[src/rtl/ee_slave_pkg.sv]
package ee_slave_pkg;
  typedef enum logic [2:0] {
    ST_IDLE,
    ST_DEV,
    ST_ADDR,
    ST_WDATA,
    ST_RDATA,
    ST_MACK
  } ee_state_t;

  localparam logic [3:0] DEV_FAMILY = 4'b1010;
endpackage

[src/rtl/ee_line_sync.sv]
module ee_line_sync #(
  parameter int unsigned SYNC_STAGES = 2
) (
  input  logic clk,
  input  logic rst_n,
  input  logic scl_i,
  input  logic sda_i,
  input  logic wp_i,
  output logic scl_s,
  output logic sda_s,
  output logic wp_s,
  output logic scl_rise,
  output logic scl_fall,
  output logic start_ev,
  output logic stop_ev
);
  localparam int unsigned NCH = 3;
  localparam logic [NCH-1:0] RST_VAL = 3'b011;

  logic [NCH-1:0] raw;
  logic [NCH-1:0] st [SYNC_STAGES];
  logic scl_q, sda_q;

  assign raw = {wp_i, sda_i, scl_i};

  always_ff @(posedge clk or negedge rst_n) begin
    if (!rst_n) begin
      for (int k = 0; k < SYNC_STAGES; k++) st[k] <= RST_VAL;
      scl_q <= 1'b1;
      sda_q <= 1'b1;
    end else begin
      st[0] <= raw;
      for (int k = 1; k < SYNC_STAGES; k++) st[k] <= st[k-1];
      scl_q <= st[SYNC_STAGES-1][0];
      sda_q <= st[SYNC_STAGES-1][1];
    end
  end

  assign scl_s    = st[SYNC_STAGES-1][0];
  assign sda_s    = st[SYNC_STAGES-1][1];
  assign wp_s     = st[SYNC_STAGES-1][2];
  assign scl_rise = scl_s & ~scl_q;
  assign scl_fall = ~scl_s & scl_q;
  assign start_ev = scl_s & scl_q & sda_q & ~sda_s;
  assign stop_ev  = scl_s & scl_q & ~sda_q & sda_s;
endmodule

[src/rtl/ee_wtimer.sv]
module ee_wtimer #(
  parameter int unsigned CYCLES = 5000
) (
  input  logic clk,
  input  logic rst_n,
  input  logic start_i,
  output logic busy_o,
  output logic done_o
);
  localparam int unsigned CW = $clog2(CYCLES + 1);

  logic [CW-1:0] cnt;

  always_ff @(posedge clk or negedge rst_n) begin
    if (!rst_n) begin
      cnt    <= '0;
      busy_o <= 1'b0;
      done_o <= 1'b0;
    end else begin
      done_o <= 1'b0;
      if (start_i && !busy_o) begin
        busy_o <= 1'b1;
        cnt    <= CW'(CYCLES - 1);
      end else if (busy_o) begin
        if (cnt == '0) begin
          busy_o <= 1'b0;
          done_o <= 1'b1;
        end else begin
          cnt <= cnt - 1'b1;
        end
      end
    end
  end

  // completion pulse only at the end of a busy window
  assert_done_ends_busy_R8: assert property (@(posedge clk) disable iff (!rst_n)
    done_o |-> (!busy_o && $past(busy_o)));
endmodule

[src/rtl/ee_store.sv]
module ee_store #(
  parameter int unsigned DEPTH = 256,
  parameter int unsigned PAGE  = 8,
  parameter int unsigned DW    = 8
) (
  input  logic                              clk,
  input  logic                              rst_n,
  input  logic                              buf_we_i,
  input  logic [$clog2(PAGE)-1:0]           buf_idx_i,
  input  logic [DW-1:0]                     buf_data_i,
  input  logic                              clr_pend_i,
  input  logic                              commit_i,
  input  logic [$clog2(DEPTH)-$clog2(PAGE)-1:0] page_sel_i,
  input  logic [$clog2(DEPTH)-1:0]          rd_addr_i,
  output logic [DW-1:0]                     rd_data_o,
  output logic                              pending_o
);
  localparam int unsigned AW = $clog2(DEPTH);
  localparam int unsigned PW = $clog2(PAGE);

  logic [DW-1:0]   mem  [DEPTH];
  logic [DW-1:0]   pbuf [PAGE];
  logic [PAGE-1:0] mask;

  always_ff @(posedge clk or negedge rst_n) begin
    if (!rst_n) begin
      mask <= '0;
      for (int i = 0; i < PAGE; i++) pbuf[i] <= '0;
    end else if (commit_i || clr_pend_i) begin
      mask <= '0;
    end else if (buf_we_i) begin
      pbuf[buf_idx_i] <= buf_data_i;
      mask[buf_idx_i] <= 1'b1;
    end
  end

  for (genvar g = 0; g < DEPTH; g++) begin : g_word
    localparam logic [AW-PW-1:0] PG = (AW-PW)'(g / PAGE);
    localparam int unsigned IX = g % PAGE;
    always_ff @(posedge clk or negedge rst_n) begin
      if (!rst_n) mem[g] <= '1;
      else if (commit_i && mask[IX] && page_sel_i == PG) mem[g] <= pbuf[IX];
    end
  end

  assign rd_data_o = mem[rd_addr_i];
  assign pending_o = |mask;

  // staging and committing never overlap; commit only with staged data
  assert_commit_exclusive_R3: assert property (@(posedge clk) disable iff (!rst_n)
    !(buf_we_i && commit_i));
  assert_commit_has_data_R3: assert property (@(posedge clk) disable iff (!rst_n)
    commit_i |-> pending_o);
endmodule

[src/rtl/ee_slave.sv]
module ee_slave
  import ee_slave_pkg::*;
#(
  parameter int unsigned MEM_DEPTH    = 256,
  parameter int unsigned PAGE_BYTES   = 8,
  parameter int unsigned WRITE_CYCLES = 5000,
  parameter int unsigned SYNC_STAGES  = 2
) (
  input  logic       clk,
  input  logic       rst_n,
  input  logic       scl_i,
  input  logic       sda_i,
  output logic       sda_pull_o,
  input  logic [2:0] chip_sel_i,
  input  logic       wr_ctrl_i
);
  localparam int unsigned AW = $clog2(MEM_DEPTH);
  localparam int unsigned PW = $clog2(PAGE_BYTES);
  localparam int unsigned DW = 8;

  logic scl_s, sda_s, wp_s, scl_rise, scl_fall, start_ev, stop_ev;
  logic busy, done, pending, wr_start, buf_we, clr_pend;
  logic [DW-1:0] rd_data;

  ee_state_t     state;
  logic [2:0]    bit_cnt;
  logic [DW-1:0] rx;
  logic [DW-2:0] tx;
  logic          byte_full, in_ack, rd_mode, mack;
  logic [AW-1:0] ptr;
  logic          sel_match;

  ee_line_sync #(.SYNC_STAGES(SYNC_STAGES)) u_sync (
    .clk(clk), .rst_n(rst_n), .scl_i(scl_i), .sda_i(sda_i), .wp_i(wr_ctrl_i),
    .scl_s(scl_s), .sda_s(sda_s), .wp_s(wp_s), .scl_rise(scl_rise),
    .scl_fall(scl_fall), .start_ev(start_ev), .stop_ev(stop_ev)
  );

  ee_wtimer #(.CYCLES(WRITE_CYCLES)) u_timer (
    .clk(clk), .rst_n(rst_n), .start_i(wr_start), .busy_o(busy), .done_o(done)
  );

  ee_store #(.DEPTH(MEM_DEPTH), .PAGE(PAGE_BYTES), .DW(DW)) u_store (
    .clk(clk), .rst_n(rst_n), .buf_we_i(buf_we), .buf_idx_i(ptr[PW-1:0]),
    .buf_data_i(rx), .clr_pend_i(clr_pend), .commit_i(done),
    .page_sel_i(ptr[AW-1:PW]), .rd_addr_i(ptr), .rd_data_o(rd_data),
    .pending_o(pending)
  );

  assign sel_match = (rx[7:1] == {DEV_FAMILY, chip_sel_i});
  assign clr_pend  = start_ev && !busy;
  assign wr_start  = stop_ev && !busy && pending && !wp_s;
  assign buf_we    = !busy && !start_ev && !stop_ev && state == ST_WDATA &&
                     scl_fall && byte_full;

  always_ff @(posedge clk or negedge rst_n) begin
    if (!rst_n) begin
      state <= ST_IDLE; bit_cnt <= '0; rx <= '0; tx <= '0;
      byte_full <= 1'b0; in_ack <= 1'b0; rd_mode <= 1'b0; mack <= 1'b0;
      ptr <= '0; sda_pull_o <= 1'b0;
    end else if (busy) begin
      state <= ST_IDLE; sda_pull_o <= 1'b0; in_ack <= 1'b0; byte_full <= 1'b0;
    end else if (start_ev) begin
      state <= ST_DEV; bit_cnt <= '0; byte_full <= 1'b0; in_ack <= 1'b0;
      sda_pull_o <= 1'b0;
    end else if (stop_ev) begin
      state <= ST_IDLE; sda_pull_o <= 1'b0; in_ack <= 1'b0; byte_full <= 1'b0;
    end else begin
      case (state)
        ST_DEV, ST_ADDR, ST_WDATA: begin
          if (scl_rise && !byte_full && !in_ack) begin
            rx <= {rx[DW-2:0], sda_s};
            bit_cnt <= bit_cnt + 1'b1;
            if (bit_cnt == 3'd7) byte_full <= 1'b1;
          end else if (scl_fall && byte_full) begin
            byte_full <= 1'b0;
            if (state == ST_DEV && !sel_match) begin
              state <= ST_IDLE;
            end else begin
              sda_pull_o <= 1'b1;
              in_ack <= 1'b1;
              if (state == ST_DEV)   rd_mode <= rx[0];
              if (state == ST_ADDR)  ptr <= rx[AW-1:0];
              if (state == ST_WDATA) ptr[PW-1:0] <= ptr[PW-1:0] + 1'b1;
            end
          end else if (scl_fall && in_ack) begin
            in_ack <= 1'b0;
            bit_cnt <= '0;
            if (state == ST_DEV && rd_mode) begin
              state <= ST_RDATA;
              tx <= rd_data[DW-2:0];
              sda_pull_o <= ~rd_data[DW-1];
            end else begin
              sda_pull_o <= 1'b0;
              state <= (state == ST_DEV) ? ST_ADDR : ST_WDATA;
            end
          end
        end
        ST_RDATA: begin
          if (scl_fall) begin
            if (bit_cnt == 3'd7) begin
              state <= ST_MACK;
              sda_pull_o <= 1'b0;
              ptr <= ptr + 1'b1;
            end else begin
              sda_pull_o <= ~tx[DW-2];
              tx <= {tx[DW-3:0], 1'b0};
              bit_cnt <= bit_cnt + 1'b1;
            end
          end
        end
        ST_MACK: begin
          if (scl_rise) begin
            mack <= ~sda_s;
          end else if (scl_fall) begin
            if (mack) begin
              state <= ST_RDATA;
              bit_cnt <= '0;
              tx <= rd_data[DW-2:0];
              sda_pull_o <= ~rd_data[DW-1];
            end else begin
              state <= ST_IDLE;
            end
          end
        end
        default: ;
      endcase
    end
  end

  // the data line moves only with SCL low, or on a bus condition
  assert_pull_moves_scl_low_R11: assert property (@(posedge clk) disable iff (!rst_n)
    (sda_pull_o != $past(sda_pull_o)) |-> (!$past(scl_s) || $past(start_ev || stop_ev)));
  // silent while the internal write runs
  assert_quiet_when_busy_R8: assert property (@(posedge clk) disable iff (!rst_n)
    busy |-> !sda_pull_o);
  // write control held high at STOP keeps the timer idle
  assert_wp_blocks_R9: assert property (@(posedge clk) disable iff (!rst_n)
    (stop_ev && !busy && wp_s) |=> !busy);
  // a STOP without staged data never starts a write cycle
  assert_no_empty_write_R10: assert property (@(posedge clk) disable iff (!rst_n)
    (stop_ev && !busy && !pending) |=> !busy);
endmodule

[config.mk]
export PLATFORM = sky130hd
export DESIGN_NAME = ee_slave
export DESIGN_NICKNAME = d
export VERILOG_FILES = /design/src/rtl/ee_slave_pkg.sv /design/src/rtl/ee_line_sync.sv /design/src/rtl/ee_wtimer.sv /design/src/rtl/ee_store.sv /design/src/rtl/ee_slave.sv
export SDC_FILE = /design/constraint.sdc
export NUM_CORES = 2
export LEC_CHECK = 0
export BUFFER_PORTS_ARGS = -buffer_cell sky130_fd_sc_hd__clkbuf_2
export CAP_MARGIN = 20
export CORE_ASPECT_RATIO = 1.4
export CORE_MARGIN = 10
export CORE_UTILIZATION = 45
export CTS_BUF_LIST = sky130_fd_sc_hd__clkbuf_16
export DETAILED_ROUTE_END_ITERATION = 10
export PLACE_DENSITY = 0.66
export SYNTH_ARGS = -nofsm -noshare
export SYNTH_HDL_FRONTEND = slang
export SYNTH_SLANG_ARGS = --single-unit
[constraint.sdc]
create_clock -name clk -period 4.4 [get_ports clk]
set_input_delay 0.66 -clock clk [delete_from_list [all_inputs] [get_ports clk]]
set_output_delay 0.66 -clock clk [all_outputs]
set_load 0.1 [all_outputs]
# ---- Word-level counts from Yosys, hierarchy flattened
# Cells that the tools add are included.
dict set report word_totals {
  inputBits 8
  reg_bits 2177
  out_inout_bits 1
}
dict set report op_classes {
  reduce_logical 316
  eq_ne 73
  n_bitwise 22
  addsub 4
  magnitude_cmp 5
  n_mux 91
}
# cell count
set ops {}
lappend ops {{$logic_and 1x1->1} 282}
lappend ops {{$mux 8} 11}
lappend ops {{$eq 5x5->1 const B} 16}
lappend ops {{$mux 3} 24}
lappend ops {{$bmux 8 s8} 1}
lappend ops {{$bwmux 64} 1}
lappend ops {{$mux 7} 9}
lappend ops {{$eq 5x4->1 const B} 8}
lappend ops {{$mux 13} 3}
lappend ops {{$mux 1} 35}
lappend ops {{$ne 5x4->1 const B} 7}
lappend ops {{$reduce_and 10->1} 3}
lappend ops {{$ne 2x2->1 const B} 14}
lappend ops {{$demux 8 s3} 1}
lappend ops {{$reduce_and 8->1} 3}
lappend ops {{$pmux 7 s3} 1}
lappend ops {{$eq 5x3->1 const B} 4}
lappend ops {{$ne 3x3->1 const B} 6}
lappend ops {{$ne 6x5->1 const B} 3}
lappend ops {{$pmux 3 s3} 2}
lappend ops {{$pmux 8 s2} 1}
lappend ops {{$logic_not 13->1} 1}
lappend ops {{$reduce_and 13->1} 1}
lappend ops {{$sub 13x1->13 const B} 1}
lappend ops {{other kinds (38)} 73}

# ---- Depth between registers and ports, before layout
dict set report logic_depth {
  depth_word 13
  mapped_depth 14
}

# ---- Hierarchy
# Synthesis repeated with hierarchy kept, for this count alone.
dict set report hier_totals {
  cells_unflattened 6508
  area_unflattened_um2 101351.0
}
# module area_each_um2 instances seq_area_each_um2 cells_each
set by_module_without_submodules {}
lappend by_module_without_submodules {ee_store 98294.3 1 55613.3 6194}
lappend by_module_without_submodules {ee_slave 2020.7 1 850.8 226}
lappend by_module_without_submodules {ee_wtimer 795.8 1 375.4 76}
lappend by_module_without_submodules {ee_line_sync 240.2 1 207.7 12}

# ---- Worst setup path before layout
# No wires, ideal clock.
dict set report synth_timing {
  path_type {register to register}
  start {register ptr[0]}
  end {register tx[0]}
  t_arrival_ps 2323
  slack_ps 1947
  synth_period_minus_slack_ps 2453
  path_buffers 5
  stages_incl_launch_ff 12
  setup_time_ps 130
  t_required_ps 4270
  cell_sequence {dfrtp_1 -> buf_6 -> buf_12 -> buf_12 -> buf_6 -> buf_4 -> mux4_2 -> a221oi_1 -> nor2_1 -> nor3_1 -> o2111ai_1 -> o2bb2ai_1}
}
dict set report synth_between {
  elab_chain_cells 9
  elab_cells_between_ends 12
}
# element line
set synth_lines {}
lappend synth_lines {{start: declaration} ee_slave.sv:30} ;# logic [AW-1:0] ptr;
lappend synth_lines {{start signal: assignment} ee_slave.sv:83} ;# if (state == ST_ADDR) ptr <= rx[AW-1:0];
lappend synth_lines {{start signal: indexed assignment} ee_slave.sv:84} ;# if (state == ST_WDATA) ptr[PW-1:0] <= ptr[PW-1:0] + 1'b1;
lappend synth_lines {{start signal: assignment} ee_slave.sv:104} ;# ptr <= ptr + 1'b1;
lappend synth_lines {{$not 8->9 (not written as such) *} ee_store.sv:46} ;# assign rd_data_o = mem[rd_addr_i];
lappend synth_lines {{$bmux 8 s8 *} ee_store.sv:46}
lappend synth_lines {{$mux 8 (not written as such) * (2 in series)} ee_store.sv:46}
lappend synth_lines {{$mux 7} ee_slave.sv:89} ;# if (state == ST_DEV && rd_mode) begin
lappend synth_lines {{$mux 7} ee_slave.sv:86} ;# end else if (scl_fall && in_ack) begin
lappend synth_lines {{$mux 7} ee_slave.sv:75} ;# end else if (scl_fall && byte_full) begin
lappend synth_lines {{$mux 7} ee_slave.sv:71} ;# if (scl_rise && !byte_full && !in_ack) begin
lappend synth_lines {{$pmux 7 s3 *} ee_slave.sv:69} ;# case (state)
lappend synth_lines {{end signal: assignment} ee_slave.sv:91} ;# tx <= rd_data[DW-2:0];
lappend synth_lines {{end signal: assignment} ee_slave.sv:107} ;# tx <= {tx[DW-3:0], 1'b0};
lappend synth_lines {{end signal: assignment} ee_slave.sv:119} ;# tx <= rd_data[DW-2:0];
lappend synth_lines {{end: declaration} ee_slave.sv:28} ;# logic [DW-2:0] tx;
# Mark *: on every way between the ends. The rest lies on a longest branch, timed or not. The select of a mux whose other input is x is not followed.
# A chain may end at the register's enable or synchronous reset.

# ---- Final worst setup path
# Ends and elaborated chain as after synthesis.

==> flow_metrics.py <==
metrics = {
    "floorplanning": {
        "pin_count": 9,
        "core_area_um2": 226900,
        "dieArea_um2": 247300,
        "die_h_um": 584.4,
        "rows": 207,
        "start_util": 0.4512,
        "die_w_um": 423.1,
    },
    "clocking": {
        "cts_htree_levels": 4,
        "clock_latency_ns": 0.90,
        "post-cts-setup-buffers": 0,
        "cts_buffers": 208,
        "root_buffer": "clkbuf_16",
        "ctsResizeCount": 0,
        "clk_pin_slew_worst_paths_ns": 0.07,
        "cts_tree": "done",
        "cts.path.max_buffers": 4,
        "clkSinkCount": 2177,
    },
    "sta": {
        "period_share": 0.9856,
        "drv_slew": 0,
        "fmaxAchievable_mhz": 230.6,
        "slew_headroom": 0.1190,
        "fin_crit_ns": 4.337,
        "timing.hold.ws_ns": 0.2558,
        "clock_skew_ns": 0.04625,
        "tightest_slew_ns": 1.319,
        "setup_viol": 0,
        "rsz0062_at_grt": "no",
        "hold_viol": 0,
        "layout_setup_ws_ns": 0.06349,
    },
    "setup_path": {
        "arrival_ns": 5.12,
        "startpoint_type": "flop",
        "timing.rr.start": "ptr[0]",
        "cp_max_fo": 29,
        "startpoint": "ptr[0]",
        "cp-end-kind": "flop",
        "required_ns": 5.18,
        "criticalPathCategory": "flop to flop",
    },
    "routing": {
        "routed_via_density": 6.742,
        "wl_mm": 402.2,
        "wl_per_cell_um": 40.27,
        "antenna_left": 0,
        "dr.first_iter.drc_count": 7816,
        "drc_errors": 0,
        "dr.pass1.iters": 5,
        "vias": 67330,
    },
    "grt": {
        "met1_usage": 0.3652,
        "grt_max_degree": 177,
        "grt_first_pass_wirelength_mm": 555.5,
        "busiest_layer": "met2",
        "track_usage": 0.3183,
        "grt_antenna_before_repair": 74,
        "grt.met3_usage": 0.09724,
        "overflow": 0,
        "grt_pass1_vias": 68030,
        "grt.met2_usage": 0.4863,
    },
    "logic_synthesis": {
        "ys_ff_latch": 2177,
        "ys_seq_area_frac": 0.5572,
        "synth_edf_count": 0,
        "synth_adder_area_share": 0.0004889,
        "synth_compound_area_frac": 0.02669,
        "syn_avg_cell_area_um2": 15.61,
        "synthArstFlopShare": 1.000,
        "synth_top_area_cell": "dfstp_2",
        "synth_nets": 6569,
        "syn_area_um2": 102400,
        "netlist_instances": 6557,
        "ys_types": 90,
        "synth_ff_type": "dfstp_2",
        "synthSimpleGateAreaFrac": 0.03112,
        "yosys-top-cells-area": "dfstp_2, mux2_2, mux4_2, dfrtp_1, mux2i_1",
        "synth_mux_area_frac": 0.3592,
        "synth_top_area_share": 0.5272,
        "synth_top_family_by_area": "multiplexers",
        "yosysWarnings": 0,
        "synthXorXnorAreaFrac": 0.0008555,
    },
    "job": {
        "cap_violations": 0,
    },
    "finish": {
        "area_delta_synth_final_pct": 11.42,
        "final_nets": 6740,
        "fill_cells": 19030,
        "multi_input_area_um2": 42890,
        "drive_gt1_frac": 0.7865,
        "final_area_um2": 114100,
        "final-seq-area_um2": 57150,
        "fin_util": 0.5028,
    },
    "run_status": {
        "status": "complete, no violations",
    },
    "placed_design": {
        "pre_cts_slack_ns": 0.3322,
        "hpwlAfterDp_mm": 251.9,
        "routabilityCongestion": 0.9581,
        "dpl-instance-area_um2": 107500,
        "io_buffer_count": 8,
    },
    "worst_hold_path": {
        "min_from": "chip_sel_i[0]",
        "holdCritPathClass": "input pin to flop",
    },
    "power_and_ir_drop": {
        "p_leak_nw": 46.06,
        "ir_drop_v": 0.0003592,
        "powerDensity_nw_per_um2": 438.5,
    },
}
[critical path: stages (launching register included)]
cell       delay, ns
dfrtp_4         1.08
buf_4           0.44
buf_4           0.32
mux4_1          0.65
mux2i_1         0.32
o22ai_1         0.12
o21ai_0         0.61
o2111ai_1       0.40
o2bb2ai_1       0.24
[cell usage in the layout (no fill, tap or decap), drive strengths merged, types with 73 or more instances in the layout]
cell	n
mux2	2144
nand2	279
nor2	190
mux2i	246
dfstp	2054
clkbuf	220
mux4	442
diode	76
a21oi	73
dfrtp	123
buf	385
clkinv	86
[synthesized netlist by cell type, types with 25 or more instances]
cell type and number:
a211oi_1 32, a21oi_1 73, a22oi_1 58, buf_1 25
buf_2 66, buf_4 37, buf_6 35, clkbuf_1 248
dfrtp_1 123, dfstp_2 2054, mux2_2 2140, mux2i_1 246
mux4_1 55, mux4_2 384, nand2_1 275, nand3_1 44
nor2_1 148, nor2_2 42, nor2b_1 29, nor3_1 29
o21ai_0 70, o22ai_1 67
[final timing paths]
path	endpoint	slack (ns)	depth (start not counted)
setup / recovery	tx[0]	0.06	8
setup reg to reg	tx[0]	0.06	8
hold reg to reg	u_sync.scl_s	0.36	0
max in group asynchronous	u_store.mem[86]	2.50	4
hold / removal	rd_mode	0.26	4
min in group asynchronous	u_store.pbuf[1]	0.33	2
[what timing repair did]
item / in CTS / in global routing
hold buffers: 4 / 0
endpoints found under the hold margin: 5 / 0
endpoints found under the setup margin: 0 / 0
[area by class of cell]
class	instances	share of cell area
Sequential cell	2177	0.5010
Multi-Input combinational cell	3927	0.3760
Clock buffer	211	0.04629
Tap cell	3030	0.03323
Timing Repair Buffer	398	0.03232
Clock inverter	152	0.008928
Antenna cell	76	0.001667
Inverter	16	0.0005923
[through the flow]
| stage | TNS, ns | total power [mW] | cells |
|---|---|---|---|
| after floorplan | 0 | 27.28 | 6557 |
| after global placement | -0.1671 | 32.34 | 9531 |
| after detailed placement | 0 | 32.37 | 9538 |
| after CTS | 0 | 49.61 | 9905 |
| after global routing | 0 | 50.86 | 9919 |
| final | 0 | 50.02 | 9987 |
[kinds of logic (layout without fill, tap and decap cells)]
family,count (synthesis),in the layout
other,0,76
flip-flops,2177,2177
AND/OR/NAND/NOR,672,672
multiplexers,2832,2832
buffers and inverters,453,777
AO/OA/AOI/OAI,409,409
XOR/XNOR,10,10
adder cells (fa/ha/maj),4,4
[layer usage]
layer / part of all wire / wire (um) / up-vias
li1: - / - / 24880
met1: 0.34 / 138400 / 36170
met2: 0.46 / 184300 / 4605
met3: 0.10 / 41270 / 1653
met4: 0.095 / 38010 / 22
met5: 0.00035 / 141 / -
[flip-flops by register name, summed over array words and instances, names as in the netlist, 3 cells and up]
| register | cells |
|---|---|
| bit_cnt | 3 |
| ptr | 8 |
| rx | 8 |
| state | 3 |
| tx | 7 |
| u_store.mask | 8 |
| u_store.mem | 2048 |
| u_store.pbuf | 64 |
| u_sync.st | 3 |
| u_timer.cnt | 13 |
[report_power, final]
part           switching (mW)  internal [mW]
Sequential              0.568           20.2
Clock                    7.99           9.40
Combinational            8.00           3.86
Power figures use the tool's default switching activity.
